### config.mk
export PLATFORM = sky130hd
export DESIGN_NAME = spi_reg_front
export DESIGN_NICKNAME = d
export VERILOG_FILES = /design/src/rtl/spi_front_pkg.sv /design/src/rtl/spi_cfg_regs.sv /design/src/rtl/spi_tx_queue.sv /design/src/rtl/spi_rx_flags.sv /design/src/rtl/spi_reg_front.sv
export SDC_FILE = /design/constraint.sdc
export NUM_CORES = 1
export LEC_CHECK = 0
export ABC_AREA = 1
export BUFFER_PORTS_ARGS = -buffer_cell sky130_fd_sc_hd__buf_2
export CAP_MARGIN = 25
export CORE_MARGIN = 3
export CORE_UTILIZATION = 45
export CTS_CLUSTER_SIZE = 16
export DETAILED_ROUTE_END_ITERATION = 7
export GPL_ROUTABILITY_DRIVEN = 0
export GPL_TIMING_DRIVEN = 0
export PLACE_DENSITY_LB_ADDON = 0.25
export SLEW_MARGIN = 20
export SYNTH_ARGS = -nofsm -noshare
export SYNTH_HDL_FRONTEND = slang
export SYNTH_SLANG_ARGS = --single-unit
export TNS_END_PERCENT = 10
### constraint.sdc
create_clock -name clk -period 2.1 [get_ports clk]
set_input_delay 0.42 -clock clk [delete_from_list [all_inputs] [get_ports clk]]
set_output_delay 0.42 -clock clk [all_outputs]
set_load 0.03 [all_outputs]
### src/rtl/spi_front_pkg.sv
package spi_front_pkg;
  localparam int REG_W  = 8;
  localparam int PRE_W  = 3;
  localparam int RATE_W = 3;
  localparam int DIV_W  = PRE_W + (1 << RATE_W) + 1;

  localparam logic [2:0] A_CTRLA = 3'd0;
  localparam logic [2:0] A_CTRLB = 3'd1;
  localparam logic [2:0] A_RATE  = 3'd2;
  localparam logic [2:0] A_STAT  = 3'd3;
  localparam logic [2:0] A_DATA  = 3'd4;

  localparam logic [REG_W-1:0] CTRLA_RST = 8'h04;
  localparam logic [REG_W-1:0] CTRLB_RST = 8'h08;
  localparam logic [REG_W-1:0] CTRLB_MSK = 8'h1B;
  localparam logic [REG_W-1:0] RATE_MSK  = 8'h77;

  // control A field positions
  localparam int CA_RXIE = 7;
  localparam int CA_EN   = 6;
  localparam int CA_TXIE = 5;
  localparam int CA_MST  = 4;
  localparam int CA_POL  = 3;
  localparam int CA_PHA  = 2;
  localparam int CA_LSB  = 0;
  localparam int CB_FLTEN = 4;

  function automatic logic [DIV_W-1:0] bit_divisor(input logic [PRE_W-1:0] pre,
                                                   input logic [RATE_W-1:0] rate);
    logic [DIV_W-1:0] base;
    base = DIV_W'(pre) + DIV_W'(1);
    return base << (DIV_W'(rate) + DIV_W'(1));
  endfunction

  function automatic logic [REG_W-1:0] pack_status(input logic cmp, input logic emp,
                                                   input logic flt);
    return {cmp, 1'b0, emp, flt, 4'b0000};
  endfunction
endpackage

### src/rtl/spi_cfg_regs.sv
module spi_cfg_regs
  import spi_front_pkg::*;
(
  input  logic             clk,
  input  logic             rst_n,
  input  logic             wr_a,
  input  logic             wr_b,
  input  logic             wr_rate,
  input  logic [REG_W-1:0] wdata,
  output logic [REG_W-1:0] ctrl_a,
  output logic [REG_W-1:0] ctrl_b,
  output logic [REG_W-1:0] rate
);
  always_ff @(posedge clk) begin
    if (!rst_n) begin
      ctrl_a <= CTRLA_RST;
      ctrl_b <= CTRLB_RST;
      rate   <= '0;
    end else begin
      if (wr_a)    ctrl_a <= wdata;
      if (wr_b)    ctrl_b <= wdata & CTRLB_MSK;
      if (wr_rate) rate   <= wdata & RATE_MSK;
    end
  end
endmodule

### src/rtl/spi_tx_queue.sv
module spi_tx_queue
  import spi_front_pkg::*;
(
  input  logic             clk,
  input  logic             rst_n,
  input  logic             en,
  input  logic             master,
  input  logic             stat_rd,
  input  logic             data_wr,
  input  logic [REG_W-1:0] wdata,
  input  logic             done_in,
  output logic             empty,
  output logic             start,
  output logic [REG_W-1:0] start_byte,
  output logic             accept_evt,
  output logic             launch_evt,
  output logic             done_evt
);
  logic             full_q, busy_q, arm_q;
  logic [REG_W-1:0] hold_q;

  assign accept_evt = en && data_wr && arm_q && !full_q;
  assign launch_evt = en && master && full_q && !busy_q;
  assign done_evt   = en && busy_q && done_in;
  assign empty      = !full_q;

  always_ff @(posedge clk) begin
    if (!rst_n) begin
      full_q     <= 1'b0;
      busy_q     <= 1'b0;
      arm_q      <= 1'b0;
      start      <= 1'b0;
      hold_q     <= '0;
      start_byte <= '0;
    end else if (!en) begin
      full_q <= 1'b0;
      busy_q <= 1'b0;
      arm_q  <= 1'b0;
      start  <= 1'b0;
    end else begin
      start <= launch_evt;
      if (stat_rd)         arm_q <= !full_q;
      else if (accept_evt) arm_q <= 1'b0;
      if (accept_evt) begin
        hold_q <= wdata;
        full_q <= 1'b1;
      end else if (launch_evt) begin
        full_q <= 1'b0;
      end
      if (launch_evt) begin
        busy_q     <= 1'b1;
        start_byte <= hold_q;
      end else if (done_evt) begin
        busy_q <= 1'b0;
      end
    end
  end
endmodule

### src/rtl/spi_rx_flags.sv
module spi_rx_flags
  import spi_front_pkg::*;
(
  input  logic             clk,
  input  logic             rst_n,
  input  logic             done_evt,
  input  logic [REG_W-1:0] rx_in,
  input  logic             stat_rd,
  input  logic             data_rd,
  input  logic             ctrl_a_wr,
  input  logic             fault_evt,
  output logic             complete,
  output logic             fault,
  output logic [REG_W-1:0] rx_data,
  output logic             rx_clear_evt,
  output logic             fault_clear_evt
);
  logic arm_rx_q, arm_flt_q;

  assign rx_clear_evt    = data_rd && arm_rx_q;
  assign fault_clear_evt = ctrl_a_wr && arm_flt_q;

  always_ff @(posedge clk) begin
    if (!rst_n) begin
      arm_rx_q  <= 1'b0;
      arm_flt_q <= 1'b0;
      complete  <= 1'b0;
      fault     <= 1'b0;
      rx_data   <= '0;
    end else begin
      if (stat_rd) begin
        arm_rx_q  <= complete;
        arm_flt_q <= fault;
      end else begin
        if (rx_clear_evt)    arm_rx_q  <= 1'b0;
        if (fault_clear_evt) arm_flt_q <= 1'b0;
      end
      if (done_evt) begin
        complete <= 1'b1;
        rx_data  <= rx_in;
      end else if (rx_clear_evt) begin
        complete <= 1'b0;
      end
      if (fault_evt)            fault <= 1'b1;
      else if (fault_clear_evt) fault <= 1'b0;
    end
  end
endmodule

### src/rtl/spi_reg_front.sv
module spi_reg_front
  import spi_front_pkg::*;
#(
  parameter int ADDR_W = 3
) (
  input  logic              clk,
  input  logic              rst_n,
  input  logic              bus_sel,
  input  logic              bus_wr,
  input  logic [ADDR_W-1:0] bus_addr,
  input  logic [7:0]        bus_wdata,
  output logic [7:0]        bus_rdata,
  output logic              irq,
  output logic              cfg_enable,
  output logic              cfg_master,
  output logic              cfg_cpol,
  output logic              cfg_cpha,
  output logic              cfg_lsb_first,
  output logic [DIV_W-1:0]  cfg_divisor,
  output logic              xfer_start,
  output logic [7:0]        xfer_byte,
  input  logic              xfer_done,
  input  logic [7:0]        xfer_rx,
  input  logic              fault_in
);
  logic [REG_W-1:0] ctrl_a, ctrl_b, rate, rx_data;
  logic rd_en, wr_en, hit_a, hit_b, hit_rate, hit_stat, hit_data;
  logic stat_rd, data_rd, data_wr;
  logic empty, complete, fault, fault_evt;
  logic accept_evt, launch_evt, done_evt, rx_clear_evt, fault_clear_evt;

  assign rd_en    = bus_sel && !bus_wr;
  assign wr_en    = bus_sel && bus_wr;
  assign hit_a    = bus_addr == ADDR_W'(A_CTRLA);
  assign hit_b    = bus_addr == ADDR_W'(A_CTRLB);
  assign hit_rate = bus_addr == ADDR_W'(A_RATE);
  assign hit_stat = bus_addr == ADDR_W'(A_STAT);
  assign hit_data = bus_addr == ADDR_W'(A_DATA);
  assign stat_rd  = rd_en && hit_stat;
  assign data_rd  = rd_en && hit_data;
  assign data_wr  = wr_en && hit_data;

  spi_cfg_regs u_cfg (
    .clk(clk), .rst_n(rst_n),
    .wr_a(wr_en && hit_a), .wr_b(wr_en && hit_b), .wr_rate(wr_en && hit_rate),
    .wdata(bus_wdata), .ctrl_a(ctrl_a), .ctrl_b(ctrl_b), .rate(rate)
  );

  assign cfg_enable    = ctrl_a[CA_EN];
  assign cfg_master    = ctrl_a[CA_MST];
  assign cfg_cpol      = ctrl_a[CA_POL];
  assign cfg_cpha      = ctrl_a[CA_PHA];
  assign cfg_lsb_first = ctrl_a[CA_LSB];
  assign cfg_divisor   = bit_divisor(rate[6:4], rate[2:0]);

  spi_tx_queue u_tx (
    .clk(clk), .rst_n(rst_n), .en(cfg_enable), .master(cfg_master),
    .stat_rd(stat_rd), .data_wr(data_wr), .wdata(bus_wdata), .done_in(xfer_done),
    .empty(empty), .start(xfer_start), .start_byte(xfer_byte),
    .accept_evt(accept_evt), .launch_evt(launch_evt), .done_evt(done_evt)
  );

  assign fault_evt = fault_in && ctrl_b[CB_FLTEN] && cfg_enable && cfg_master;

  spi_rx_flags u_rx (
    .clk(clk), .rst_n(rst_n), .done_evt(done_evt), .rx_in(xfer_rx),
    .stat_rd(stat_rd), .data_rd(data_rd), .ctrl_a_wr(wr_en && hit_a),
    .fault_evt(fault_evt), .complete(complete), .fault(fault), .rx_data(rx_data),
    .rx_clear_evt(rx_clear_evt), .fault_clear_evt(fault_clear_evt)
  );

  assign irq = cfg_enable && ((ctrl_a[CA_RXIE] && complete) || (ctrl_a[CA_TXIE] && empty));

  always_comb begin
    bus_rdata = '0;
    if (rd_en) begin
      if (hit_a)         bus_rdata = ctrl_a;
      else if (hit_b)    bus_rdata = ctrl_b;
      else if (hit_rate) bus_rdata = rate;
      else if (hit_stat) bus_rdata = pack_status(complete, empty, fault);
      else if (hit_data) bus_rdata = rx_data;
    end
  end
endmodule

==> flow_metrics.py <==
metrics = {
    "run_status": {
        "status": "completed",
    },
    "routing": {
        "first_iter_violations": 153,
        "post-route-drc-count": 0,
        "antenna_left": 0,
        "post_drt_wl_per_cell_um": 12.7,
        "via_count": 2476,
        "finalWirelength_mm": 6.30,
        "dr.pass1.iters": 4,
        "vias_per_cell": 4.99,
    },
    "critical_path": {
        "end_kind": "output port",
        "startpoint": "u_cfg.rate[5]",
        "worstSetupPathType": "flop to output port",
        "rr_startpoint": "u_cfg.ctrl_a[6]",
        "endpoint": "cfg_divisor[9]",
        "r2r-end": "u_tx.start_byte[4]",
        "crit_arrival_ps": 1610,
        "ff2ff_setup_slack_ps": 680,
        "worst-path-max-fanout": 5,
        "required_ps": 1680,
        "reg2reg_depth": 6,
        "start_kind": "flop",
    },
    "timing": {
        "fin_crit_sh_pct": 96.6,
        "final_max_slew_viol_count": 0,
        "fmax_mhz": 493,
        "worst_slew_pin_slew_ps": 473,
        "setup_viol_count_final": 0,
        "final.setup.tns_ps": 0,
        "hold_viol_final": 0,
        "rsz0062_at_grt": "true",
        "setup_ws_ps": 71.0,
        "skew_ps": 4.67,
        "fin_crit_ps": 2030,
        "max-slew-margin-rel_pct": 68.5,
    },
    "power": {
        "ir_worst_vdd_mv": 0.464,
        "pwr_density_cell_nw_per_um2": 574,
        "p_leak_nw": 1.35,
    },
    "logic_synthesis": {
        "synth.avg_cell_area_sq_um": 6.82,
        "synth_xor_area_share_pct": 0.713,
        "synth-seq-area-share_pct": 40.8,
        "synthArstFlopShare_pct": 0,
        "ys_ff_latch": 50,
        "dominantRegCellSynth": "dfxtp_1",
        "synth-compound-area-share_pct": 16.0,
        "synth_nets": 387,
        "synth_simple_gate_area_share_pct": 33.2,
        "yosysWarnings": 0,
        "postSynthCellCount": 360,
        "synth-adder-area-share_pct": 1.02,
        "synth_mux_area_share_pct": 0,
        "synth_area_sq_um": 2460,
        "synth_edf_count": 0,
        "yosys.cell_types.count": 31,
        "synth_top_family_by_area": "simple AND/OR/NAND/NOR gates",
    },
    "placement": {
        "portBuffers": 58,
        "place_inst": 488,
        "post-place-ws_ps": 45.8,
        "post-dp-hpwl_mm": 4.69,
    },
    "final_layout": {
        "post-route-util_pct": 57.8,
        "area_growth_pct": 22.6,
        "antennaDiodeCount": 0,
        "finalNetCount": 452,
        "fin_cells": 496,
        "drive_gt1_share_pct": 25.1,
    },
    "floorplan": {
        "die_area_sq_um": 6380,
        "start_util_pct": 47.2,
        "num_io_pins": 60,
        "num_rows": 26,
        "die_x_um": 79.9,
        "chipHeight_um": 79.9,
        "core_area_sq_um": 5200,
    },
    "clock_tree": {
        "ctsLongestPathBuffers": 2,
        "clk_pin_slew_ps": 90,
        "cts.sinks": 50,
        "root_buffer": "clkbuf_8",
        "numCtsBuffers": 5,
        "cts_tree": "yes",
        "clock_latency_ps": 300,
        "cts_max_level": 2,
        "cts-hold-fix-buffers": 0,
    },
    "global_route": {
        "overflow": 0,
        "antenna_found_initial": 0,
        "grt_max_degree": 17,
        "grt_pass1_wl_mm": 10.4,
        "first_global_vias": 2199,
        "grt_use_total_pct": 20.5,
    },
    "hold_path": {
        "min_path_type": "primary input to flop",
        "hold_depth": 3,
    },
    "run": {
        "cap_viol_max_count": 0,
    },
}
[timing repair]
action / in CTS / in global routing
resized for setup: 10 / 28
endpoints found under the hold margin: 0 / 0
setup buffers: 0 / 1
setup endpoints to repair: 12 / 13
pin swaps: 0 / 4
[layout by cell type (no fill, tap or decap), drive strengths merged]
cell type,netlist,routed
a31oi,1,1
o211ai,3,3
nor3,2,2
ha,2,2
clkinv,1,1
dfxtp,50,50
nand3,29,29
nand2,78,78
a21oi,30,30
or2,1,1
xnor2,1,1
nand4,4,4
clkinvlp,0,1
o21ai,40,40
buf,3,61
xor2,1,1
inv,37,38
nor2,70,70
clkbuf,7,13
[power by group]
group,switching [mW],internal (mW)
clock,0.333,0.272
combinational,0.110,0.0541
sequential,0.00749,0.953
total,0.450,1.28
[metrics by stage]
| stage | hold slack [ps] | power, mW | area [sq um] |
|---|---|---|---|
| detailed placement | 438 | 1.14 | 2830 |
| global route | 368 | 1.80 | 3010 |
| CTS | 355 | 1.73 | 2960 |
| finish | 366 | 1.73 | 3010 |
| floorplan | 423 | 1.08 | 2460 |
| global placement | 436 | 1.14 | 2830 |
[registers in the layout, indices dropped and copies added, names as in the netlist, 4 cells and up]
| signal | count |
|---|---|
| u_tx.hold_q | 8 |
| u_cfg.ctrl_a | 8 |
| u_cfg.rate | 6 |
| u_tx.start_byte | 8 |
| u_rx.rx_data | 8 |
| u_cfg.ctrl_b | 4 |
[kinds of logic (layout without fill, tap and decap cells)]
| family | Yosys count | after routing |
|---|---|---|
| adders and majority gates | 2 | 2 |
| xor gates and xnor gates | 2 | 2 |
| and+or+nand+nor | 184 | 184 |
| AOI/OAI and AO/OA | 74 | 74 |
| buffers and inverters | 48 | 114 |
| DFF | 50 | 50 |
[worst min path at each step]
stage | start | end
6_report | bus_wdata[3] | u_cfg.ctrl_b[3]
5_1_grt | bus_wdata[3] | u_cfg.ctrl_b[3]
4_1_cts | bus_wdata[3] | u_cfg.ctrl_b[3]
3_5_place_dp | u_rx.rx_data[7] | u_rx.rx_data[7]
3_3_place_gp | u_rx.rx_data[7] | u_rx.rx_data[7]
2_1_floorplan | u_rx.rx_data[2] | u_rx.rx_data[2]
[critical path, stage by stage (launching register included)]
cell     delay (ps)
dfxtp_2         360
ha_1            300
o21ai_1          80
or2_1           250
o21ai_1         140
buf_4           170
[cell type report]
class	instances	area, sq um
sequential	50	1010
clock buffer	6	82.6
multi-input combinational	262	1280
inverter	38	143
clock inverter	2	16.3
tap	70	87.6
fill	553	2190
buffer	9	61.3
timing repair buffer	59	329
[synthesized netlist by cell type, types with 2 or more instances]
| cell type | instances | area (sq um) |
|---|---|---|
| o21ai_0 | 31 | 155 |
| inv_2 | 8 | 30.0 |
| o21ai_2 | 3 | 26.3 |
| dfxtp_1 | 50 | 1000 |
| o211ai_1 | 3 | 22.5 |
| nand3_1 | 29 | 145 |
| a21oi_1 | 29 | 145 |
| nand2_4 | 3 | 33.8 |
| clkbuf_1 | 5 | 18.8 |
| nor2_4 | 2 | 22.5 |
| ha_1 | 2 | 25.0 |
| nand4_1 | 4 | 25.0 |
| nand2_2 | 3 | 18.8 |
| o21ai_1 | 6 | 30.0 |
| nand2_1 | 72 | 270 |
| nor2_1 | 67 | 251 |
| inv_1 | 29 | 109 |
[metal layers]
| metal | GRT usage, % | wire length, um |
|---|---|---|
| met5 | 0 | 0 |
| met4 | 4.56 | 55 |
| met3 | 3.50 | 334 |
| met2 | 35.8 | 3010 |
| met1 | 26.1 | 2900 |
Note: power is estimated with default switching activity, not from simulation.
